<file path="src/rtl/dcs_pkg.sv">
package dcs_pkg;

    localparam int DIG_W = 4;

    typedef logic [DIG_W-1:0] bcd_digit_t;

    // reduce a value in 0..19 to a single decimal digit
    function automatic bcd_digit_t mod10(input logic [4:0] v);
        logic [4:0] r;
        r = (v >= 5'd10) ? (v - 5'd10) : v;
        return r[DIG_W-1:0];
    endfunction

endpackage

</file>
<file path="src/rtl/dcs_compress.sv">
// Folds two BCD vectors into digit-plus-bit form for the adder mode.
module dcs_compress #(
    parameter int NDIG = 32
) (
    input  logic [NDIG*dcs_pkg::DIG_W-1:0] x_dig,
    input  logic [NDIG*dcs_pkg::DIG_W-1:0] y_dig,
    output logic [NDIG*dcs_pkg::DIG_W-1:0] w_dig,
    output logic [NDIG-1:0]                e_bit
);
    localparam int DW = dcs_pkg::DIG_W;

    always_comb begin
        logic [4:0] t;
        logic       k;
        k = 1'b0;
        for (int i = 0; i < NDIG; i++) begin
            t = {1'b0, x_dig[DW*i +: DW]} + {1'b0, y_dig[DW*i +: DW]};
            e_bit[i] = k;
            w_dig[DW*i +: DW] = dcs_pkg::mod10(t);
            k = (t >= 5'd10);
        end
    end

    // compressed digits must stay decimal so the converter sees legal input
    always_comb begin
        for (int i = 0; i < NDIG; i++) begin
            assert_compress_digit_R5: assert (w_dig[DW*i +: DW] <= 4'd9 ||
                                              x_dig[DW*i +: DW] > 4'd9 ||
                                              y_dig[DW*i +: DW] > 4'd9);
        end
    end

endmodule

</file>
<file path="src/rtl/dcs_digit.sv">
// One digit slice: propagate/generate flags and both candidate digits.
module dcs_digit (
    input  dcs_pkg::bcd_digit_t a,
    input  logic                d,
    output logic                p,
    output logic                g,
    output dcs_pkg::bcd_digit_t s0,
    output dcs_pkg::bcd_digit_t s1
);
    logic [4:0] raw;
    logic [4:0] raw_inc;

    always_comb begin
        raw     = {1'b0, a} + {4'b0000, d};
        raw_inc = raw + 5'd1;
        p       = (raw == 5'd9);
        g       = (raw == 5'd10);
        s0      = dcs_pkg::mod10(raw);
        s1      = dcs_pkg::mod10(raw_inc);
    end

endmodule

</file>
<file path="src/rtl/dcs_prefix.sv">
// Kogge-Stone carry network over per-digit (g,p); carry into digit 0 is zero.
module dcs_prefix #(
    parameter int NDIG = 32
) (
    input  logic [NDIG-1:0] g_in,
    input  logic [NDIG-1:0] p_in,
    output logic [NDIG-1:0] carry
);
    localparam int LV = (NDIG > 1) ? $clog2(NDIG) : 1;

    always_comb begin
        logic [NDIG-1:0] gv, pv, gn, pn;
        gv = g_in;
        pv = p_in;
        for (int l = 0; l < LV; l++) begin
            gn = gv;
            pn = pv;
            for (int i = 0; i < NDIG; i++) begin
                if (i >= (1 << l)) begin
                    gn[i] = gv[i] | (pv[i] & gv[i - (1 << l)]);
                    pn[i] = pv[i] & pv[i - (1 << l)];
                end
            end
            gv = gn;
            pv = pn;
        end
        carry[0] = 1'b0;
        for (int i = 1; i < NDIG; i++) begin
            carry[i] = gv[i-1];
        end
    end

    // independent digit-serial ripple as a cross-check of the tree
    always_comb begin
        logic c;
        c = 1'b0;
        for (int i = 0; i < NDIG; i++) begin
            assert_prefix_matches_ripple_R4: assert (carry[i] == c);
            c = g_in[i] | (p_in[i] & c);
        end
    end

endmodule

</file>
<file path="src/rtl/dcs_to_bcd.sv">
module dcs_to_bcd #(
    parameter int NDIG = 32
) (
    input  logic                 clk,
    input  logic                 rst_n,
    input  logic                 add_mode,
    input  logic [NDIG*4-1:0]    a_dig,
    input  logic [NDIG*4-1:0]    b_dig,
    input  logic [NDIG-1:0]      d_bit,
    output logic [NDIG*4-1:0]    sum_dig
);
    localparam int DW = dcs_pkg::DIG_W;
    localparam int VW = NDIG * DW;

    logic [VW-1:0]   w_dig;
    logic [NDIG-1:0] e_bit;
    logic [VW-1:0]   op_dig;
    logic [NDIG-1:0] op_bit;
    logic [NDIG-1:0] prop;
    logic [NDIG-1:0] gen;
    logic [VW-1:0]   cand0;
    logic [VW-1:0]   cand1;
    logic [NDIG-1:0] carry;
    logic [VW-1:0]   sel_dig;
    logic            past_ok;

    dcs_compress #(.NDIG(NDIG)) u_cmp (
        .x_dig (a_dig),
        .y_dig (b_dig),
        .w_dig (w_dig),
        .e_bit (e_bit)
    );

    always_comb begin
        op_dig = add_mode ? w_dig : a_dig;
        op_bit = add_mode ? e_bit : d_bit;
    end

    for (genvar i = 0; i < NDIG; i++) begin : g_slice
        dcs_digit u_dig (
            .a  (op_dig[DW*i +: DW]),
            .d  (op_bit[i]),
            .p  (prop[i]),
            .g  (gen[i]),
            .s0 (cand0[DW*i +: DW]),
            .s1 (cand1[DW*i +: DW])
        );
    end

    dcs_prefix #(.NDIG(NDIG)) u_pfx (
        .g_in  (gen),
        .p_in  (prop),
        .carry (carry)
    );

    always_comb begin
        for (int i = 0; i < NDIG; i++) begin
            sel_dig[DW*i +: DW] = carry[i] ? cand1[DW*i +: DW] : cand0[DW*i +: DW];
        end
    end

    always_ff @(posedge clk or negedge rst_n) begin
        if (!rst_n) begin
            sum_dig <= '0;
            past_ok <= 1'b0;
        end else begin
            sum_dig <= sel_dig;
            past_ok <= 1'b1;
        end
    end

    // digit 0 never receives a carry
    assert_lsd_no_carry_in_R3: assert property (@(posedge clk) disable iff (!rst_n)
        (past_ok && !$past(add_mode)) |->
        sum_dig[DW-1:0] == dcs_pkg::mod10({1'b0, $past(a_dig[DW-1:0])} + {4'b0000, $past(d_bit[0])}));

    for (genvar i = 0; i < NDIG; i++) begin : g_chk
        assert_digit_bcd_R7: assert property (@(posedge clk) disable iff (!rst_n)
            (past_ok && !$past(add_mode) && $past(a_dig[DW*i +: DW]) <= 4'd9) |->
            sum_dig[DW*i +: DW] <= 4'd9);
    end

endmodule

</file>
<file path="config.mk">
export PLATFORM = sky130hd
export DESIGN_NAME = dcs_to_bcd
export DESIGN_NICKNAME = d
export VERILOG_FILES = /design/src/rtl/dcs_pkg.sv /design/src/rtl/dcs_compress.sv /design/src/rtl/dcs_digit.sv /design/src/rtl/dcs_prefix.sv /design/src/rtl/dcs_to_bcd.sv
export SDC_FILE = /design/constraint.sdc
export NUM_CORES = 1
export LEC_CHECK = 0
export ABC_AREA = 1
export BUFFER_PORTS_ARGS = -buffer_cell sky130_fd_sc_hd__buf_4
export CAP_MARGIN = 40
export CORE_MARGIN = 2
export CORE_UTILIZATION = 40
export DETAILED_ROUTE_END_ITERATION = 8
export GPL_TIMING_DRIVEN = 0
export RECOVER_POWER = 25
export SETUP_SLACK_MARGIN = 0.5
export SYNTH_ARGS = -nofsm -noshare
export SYNTH_HDL_FRONTEND = slang
export SYNTH_SLANG_ARGS = --single-unit
</file>
<file path="constraint.sdc">
create_clock -name clk -period 0.8 [get_ports clk]
set_clock_uncertainty 0.2 [all_clocks]
set_input_delay 0.04 -clock clk [delete_from_list [all_inputs] [get_ports clk]]
set_output_delay 0.04 -clock clk [all_outputs]
set_load 0.01 [all_outputs]
</file>
Yosys cells after proc, flatten, opt, wreduce, memory -nomap -nowiden:

Cells that the tools add are included.

* flip-flop bits (word level): 128
* word-level logic and storage cells: 817

* $add $sub $neg: 190
* $lt $le $gt $ge: 95
* equal/unequal tests: 61
* mux-type cells: 128
* bitwise gates (word level): 342

Operators with widths (number)
* $mux W4: 126
* $ge A5 B4 Y1 const B: 95
* $sub A4 B4 Y4 const B: 95
* $eq A5 B4 Y1 const B: 61
* $and A1 B1 Y1: 218
* $add A4 B1 Y5: 32
* $add A4 B4 Y5: 32
* $add A5 B1 Y5 const B: 31
* $mux W128: 1
* $or A1 B1 Y1: 124
* $mux W32: 1

Logic depth before layout (Yosys ltp):

* depth after elaboration: 16
* depth in mapped cells: 30
* mapped depth without buffers: 30

Hierarchy:

Synthesis repeated with hierarchy kept, for this count alone.

* cells, all modules: 5043
* area total of the unflattened synthesis: 30067.6 µm²

By module, submodules not included
* dcs_digit at g_slice[0].u_dig ...: instances 26, cells each 73, area an instance 436.7 µm², seq. area each 0.0 µm²
* dcs_compress: instances 1, cells each 1234, area an instance 7372.1 µm², seq. area each 0.0 µm²
* dcs_to_bcd: instances 1, cells each 1060, area an instance 6824.0 µm², seq. area each 3203.1 µm²
* dcs_digit at g_slice[29].u_dig ...: instances 6, cells each 75, area an instance 480.5 µm², seq. area each 0.0 µm²
* dcs_prefix: instances 1, cells each 401, area an instance 1635.3 µm², seq. area each 0.0 µm²

Worst setup path after synthesis:

No wires, ideal clock.

* kind: input-to-reg
* from: in add_mode
* to: reg sum_dig[115]
* library setup time: 0.116 ns
* arrival time: 3.269 ns
* required time: 0.484 ns
* slack: -2.786 ns
* stages on the path: 20
* path buffers: 6
* cell sequence: buf_4 -> buf_6 -> buf_2 -> buf_2 -> clkbuf_1 -> clkbuf_1 -> a31oi_1 -> ha_1 -> ha_1 -> ha_1 -> or2_2 -> nand2_1 -> ha_1 -> or2_1 -> nand2_1 -> nor2_1 -> o21ai_0 -> and2_1 -> nand2_1 -> nand2_1

* cells in the longest elaborated chain, start to end: 13
* elaborated cells between the ends (all ways): 171

Ends and longest elaborated chain
* from (decl): RTL line dcs_to_bcd.sv:6 `input logic add_mode,`
* $mux W128 / $mux W32 (equally long branches): RTL line dcs_to_bcd.sv:35, dcs_to_bcd.sv:36
* $add A4 B1 Y5: RTL line dcs_digit.sv:14 `raw = {1'b0, a} + {4'b0000, d};`
* $eq A5 B4 Y1, on equally long branches: RTL line dcs_digit.sv:16, dcs_digit.sv:17
* $and A1 B1 Y1: RTL line dcs_prefix.sv:20 `gn[i] = gv[i] | (pv[i] & gv[i - (1 << l)]);`
* $or A1 B1 Y1: RTL line dcs_prefix.sv:20
* $and A1 B1 Y1: RTL line dcs_prefix.sv:20
* $or A1 B1 Y1: RTL line dcs_prefix.sv:20
* $and A1 B1 Y1: RTL line dcs_prefix.sv:20
* $or A1 B1 Y1: RTL line dcs_prefix.sv:20
* $and A1 B1 Y1 / $or A1 B1 Y1 (equally long branches): RTL line dcs_prefix.sv:20
* $or A1 B1 Y1 / $and A1 B1 Y1 (equally long branches): RTL line dcs_prefix.sv:20
* $or A1 B1 Y1: RTL line dcs_prefix.sv:20
* $mux W4 (*): RTL line dcs_to_bcd.sv:58 `sel_dig[DW*i +: DW] = carry[i] ? cand1[DW*i +: DW] : cand0[DW*i +: DW];`
* named net sel_dig[115]: RTL line dcs_to_bcd.sv:24 `logic [VW-1:0] sel_dig;`
* to (signal assigned): RTL line dcs_to_bcd.sv:67 `sum_dig <= sel_dig;`
* to (decl): RTL line dcs_to_bcd.sv:10 `output logic [NDIG*4-1:0] sum_dig`

Mark *: on every way through the listed nets, which the timed path passes. The rest lies on a longest branch.

Worst setup path in the final report:

* from: in b_dig[40]
* to: reg sum_dig[81]

* cells in the longest elaborated chain, start to end: 14
* elaborated cells between the ends (all ways): 27

Ends and longest elaborated chain
* from (decl): RTL line dcs_to_bcd.sv:8 `input logic [NDIG*4-1:0] b_dig,`
* $add A4 B4 Y5 (*): RTL line dcs_compress.sv:17 `t = {1'b0, x_dig[DW*i +: DW]} + {1'b0, y_dig[DW*i +: DW]};`
* $sub A4 B4 Y4 / $ge A5 B4 Y1 (equally long branches): RTL line dcs_pkg.sv:10, dcs_compress.sv:20
* $mux W4: RTL line dcs_pkg.sv:10 `r = (v >= 5'd10) ? (v - 5'd10) : v;`
* $mux W128: RTL line dcs_to_bcd.sv:35 `op_dig = add_mode ? w_dig : a_dig;`
* $add A4 B1 Y5: RTL line dcs_digit.sv:14
* $eq A5 B4 Y1, on equally long branches: RTL line dcs_digit.sv:17, dcs_digit.sv:16
* $and A1 B1 Y1, on equally long branches: RTL line dcs_prefix.sv:20, dcs_prefix.sv:21
* $or A1 B1 Y1, or another cell as far along: RTL line dcs_prefix.sv:20
* $or A1 B1 Y1 / $and A1 B1 Y1 (equally long branches): RTL line dcs_prefix.sv:20
* $or A1 B1 Y1: RTL line dcs_prefix.sv:20
* $and A1 B1 Y1: RTL line dcs_prefix.sv:20
* $or A1 B1 Y1: RTL line dcs_prefix.sv:20
* $or A1 B1 Y1 (*): RTL line dcs_prefix.sv:20
* $mux W4 (*): RTL line dcs_to_bcd.sv:58
* named net sel_dig[81]: RTL line dcs_to_bcd.sv:24

Marked as above.

==> run summary <==
STA
------------------------------------------------------------------------------------------------------
Max-slew violation count                                                                             0
Clock period minus final worst setup slack                                                    3.324 ns
Peak Freq                                                                                   0.3009 GHz
RSZ-0062 raised after global routing                                                               yes
Worst hold slack                                                                            -0.7914 ns
Final Hold Violating Endpoints                                                                     153
Slew headroom                                                                                   25.91%
Least-Margin Pin Slew                                                                         1.111 ns
Finish-stage setup viols                                                                           256
Fin crit share                                                                                  415.4%
Worst path setup slack after routing                                                         -2.524 ns

OUTCOME
------------------------------------------------------------------------------------------------------
Run status                                                                                finished, violations left
Violations in the final reports                                                           negative hold slack, negative setup slack

DIE
------------------------------------------------------------------------------------------------------
Die boundary width                                                                            256.2 um
Die Height                                                                                    256.2 um
Row count                                                                                           92
Area of the die                                                                              65620 um2
Floorplan core area                                                                          62970 um2
IO Pins                                                                                            419
Starting density of the core                                                                    40.39%

WORST SETUP PATH
------------------------------------------------------------------------------------------------------
Crit path kind                                                                               in -> reg
Endpoint kind of the worst setup timing path                                                  register
Crit path max fanout                                                                                 6
Required @ worst endpoint                                                                      1.01 ns
Max incr delay on CP                                                                           0.57 ns
Arrival time at the worst endpoint                                                             3.54 ns
Worst Setup Start Kind                                                                      input port
Cell with the largest stage delay on the worst path                                               fa_2
Cell type with the highest occurrence count on the critical path                               nand2_2

CLOCK TREE
------------------------------------------------------------------------------------------------------
CTS tree                                                                                          done
Maximum number of buffers from clock root to sink                                                    2
Root Buffer Master                                                                           clkbuf_16
TritonCTS Buffers                                                                                   17
Clock transition at the register clock pins on the worst setup and hold paths after CTS        0.06 ns
Htree depth                                                                                          4
CTS sink cnt                                                                                       128

PLACE
------------------------------------------------------------------------------------------------------
Placed cell areas                                                                            31930 um2
Post-detail-place hpwl                                                                        74.40 mm
Port Buf Inserts                                                                                   417
Gpl congestion                                                                                  0.9290
Placed Cells incl. Taps                                                                           5197
Worst setup slack after placement                                                            -3.971 ns

GLOBAL ROUTE
------------------------------------------------------------------------------------------------------
Number of antenna violations at the first check in global routing                                    4
Vias in the first global route                                                                   27344
Largest net degree at the start of global routing                                                   69
Total routing usage reported by global routing                                                  28.63%
Global route total overflow                                                                          0
First-pass GRT wire length                                                                    147.3 mm

LOGIC SYNTHESIS
------------------------------------------------------------------------------------------------------
Cells after Synth                                                                                 3926
Most frequent cells after synthesis                                                       nand2_1 (1166), inv_1 (529), nand3_1 (426)
Async S/R FF share, synth                                                                       100.0%
Most area-hungry cell type in the Yosys netlist                                                   ha_1
Cell types with the largest area share after synthesis                                    ha_1 (20%), nand2_1 (17%), dfrtp_1 (13%), nand3_1 (8.4%), inv_1 (7.8%)
Share of the yosys chip area belonging to registers                                             12.59%
Top_reg_cell synth                                                                             dfrtp_1
Area of the mapped netlist                                                                   25430 um2
Synthesis-stage register bit count                                                                 128
Syn_nets                                                                                          4660
Top-area cell type share of the netlist area                                                    20.22%
Synth unique cells                                                                                  58
Synth Warn #                                                                                         0
Number of enable-type register cells in the synthesized netlist                                      0
Average footprint of a synthesized cell                                                      6.478 um2
Most instantiated library cell after synthesis                                                 nand2_1

LAYOUT
------------------------------------------------------------------------------------------------------
Layout cells sized above 1                                                                      45.71%
Final-layout fill cell count                                                                      5486
Number of flip-flops in the largest register                                                       128
Number of nets in the final layout                                                                5424
Area growth from synthesis to layout                                                            59.12%
Layout Cells excl Fill                                                                            5552
Register with the highest flop count                                                           sum_dig
Total non-filler cell area in the finished layout                                            40470 um2
Leading registers by flop count                                                           sum_dig (128)
Final core utilization                                                                          64.27%

ROUTE
------------------------------------------------------------------------------------------------------
1st-pass router iterations                                                                           5
Number of design rule violations left after detail routing                                           0
Via density                                                                                      5.153
Drt wl/cell                                                                                   17.81 um
Post-route antenna net violation count                                                               0
Via total after detailed routing                                                                 28610
Final routed wirelength across all metal layers                                               98.86 mm
First-iteration detailed-routing DRC count                                                        1635

POWER AND IR DROP
------------------------------------------------------------------------------------------------------
Relative contribution of sequential cells to total power                                         13.0%
Internal power                                                                                45.19 mW
Switching pwr                                                                                 40.14 mW
Clock network power share                                                                        11.3%
IR Drop Worst-Case VDD                                                                        1.703 mV
Total chip power                                                                              85.33 mW
Static leakage                                                                                20.08 nW
Net Sw Frac                                                                                     47.04%
Combinational group share of total power                                                         75.7%
PD cells                                                                                   2109 nW/um2

FLOW RUN
------------------------------------------------------------------------------------------------------
Maxcap violations                                                                                    0

HOLD PATH
------------------------------------------------------------------------------------------------------
Class of the tightest hold or removal check                                                in -> async

## power by group through the flow
stage               registers, mW  logic [mW]  clock network [mW]
finish                       11.1        64.6                9.64
CTS                          10.7        56.4                9.78
global placement             10.7        47.9                   0
global route                 11.3        70.7                10.0
floorplan                    11.6        33.1                   0
detailed placement           10.6        48.4                   0
## path summary, 6_finish.rpt
path / from / to / slack (ns)
min in group clk: d_bit[0] / sum_dig[0]$_DFF_PN0_ / -0.26
max: b_dig[40] / sum_dig[81]$_DFF_PN0_ / -2.52
max in group asynchronous: rst_n / sum_dig[64]$_DFF_PN0_ / 0.18
min: rst_n / sum_dig[62]$_DFF_PN0_ / -0.79
## timing repair
item	4_1_cts	5_1_grt
gates cloned	1	2
pin swaps	357	286
endpoints found under the setup margin	384	384
gates resized for setup	651	598
setup buffers	212	105
endpoints found under the hold margin	157	149
## cell families after synthesis
kind of cell | Yosys count | share of synthesized area [%]
adders and majority gates | 443 | 22.74
muxes | 13 | 0.5116
xor gates and xnor gates | 151 | 6.085
buffers and inverters | 594 | 8.988
DFF | 128 | 12.59
AOI/OAI and AO/OA | 403 | 8.988
and+or+nand+nor | 2194 | 40.09
## critical path: cells and delay by family
kind,cells,cell delay [ns]
AO/OA/AOI/OAI,2,0.15
adder cells (fa/ha/maj),4,1.06
buffers and inverters,5,0.44
AND/OR/NAND/NOR,17,1.80
## cell type report
type                       count  area (um2)  share of cell area [%]
antenna                        5       12.51                 0.03092
tap                          846        1059                   2.616
buffer                        36       390.4                  0.9646
sequential                   128        3206                   7.921
multi-input combinational   3205       26270                   64.91
clock buffer                  18       439.2                   1.085
inverter                     558        2215                   5.472
clock inverter                12       231.5                  0.5720
timing repair buffer         744        6650                   16.43
## layout by cell type (no fill, tap or decap), types with 24 or more instances in the layout
master    synthesis  layout
nand3_4           3      51
xnor2_1          49      25
o21ai_2           4      35
nand2_8           3      27
ha_2              0      49
nor2_2           29      42
buf_6             3     184
nand3b_1         29      29
nand4_1          62      62
buf_4             4     531
nand3_1         426     307
nand2_4          25      92
inv_4             0      40
xor2_2            4      24
a31oi_1          49      26
inv_1           529     385
a21oi_1         149     120
dfrtp_1         128     126
ha_4              0     144
fa_2              0      27
inv_2            26     127
nand2_2          79     308
o21ai_1          18      33
nand2_1        1166     847
nor2_1          237     159
ha_1            411     218
nor2_4            6      71
a21oi_2          11      33
xor2_1           84      53
o21ai_0         125      76
nand3_2          48     119
## per-layer routing
| layer | global-route usage [%] | vias to the layer above | routed length [um] |
|---|---|---|---|
| met5 | 0 | - | 0 |
| met4 | 8.674 | 0 | 3491 |
| met3 | 4.130 | 150 | 5325 |
| met2 | 49.03 | 719 | 47270 |
| met1 | 37.10 | 13401 | 42780 |
| li1 | - | 14340 | - |
## through the flow
step                hold WS (ns)  TNS [ns]
floorplan                -0.4556   -302.70
global placement          0.2456   -658.54
detailed placement      -0.06143   -490.66
CTS                      -0.6073   -348.49
global route             -0.7960   -380.90
finish                   -0.7914   -357.25
No activity file was read; power rests on OpenSTA's default activity.
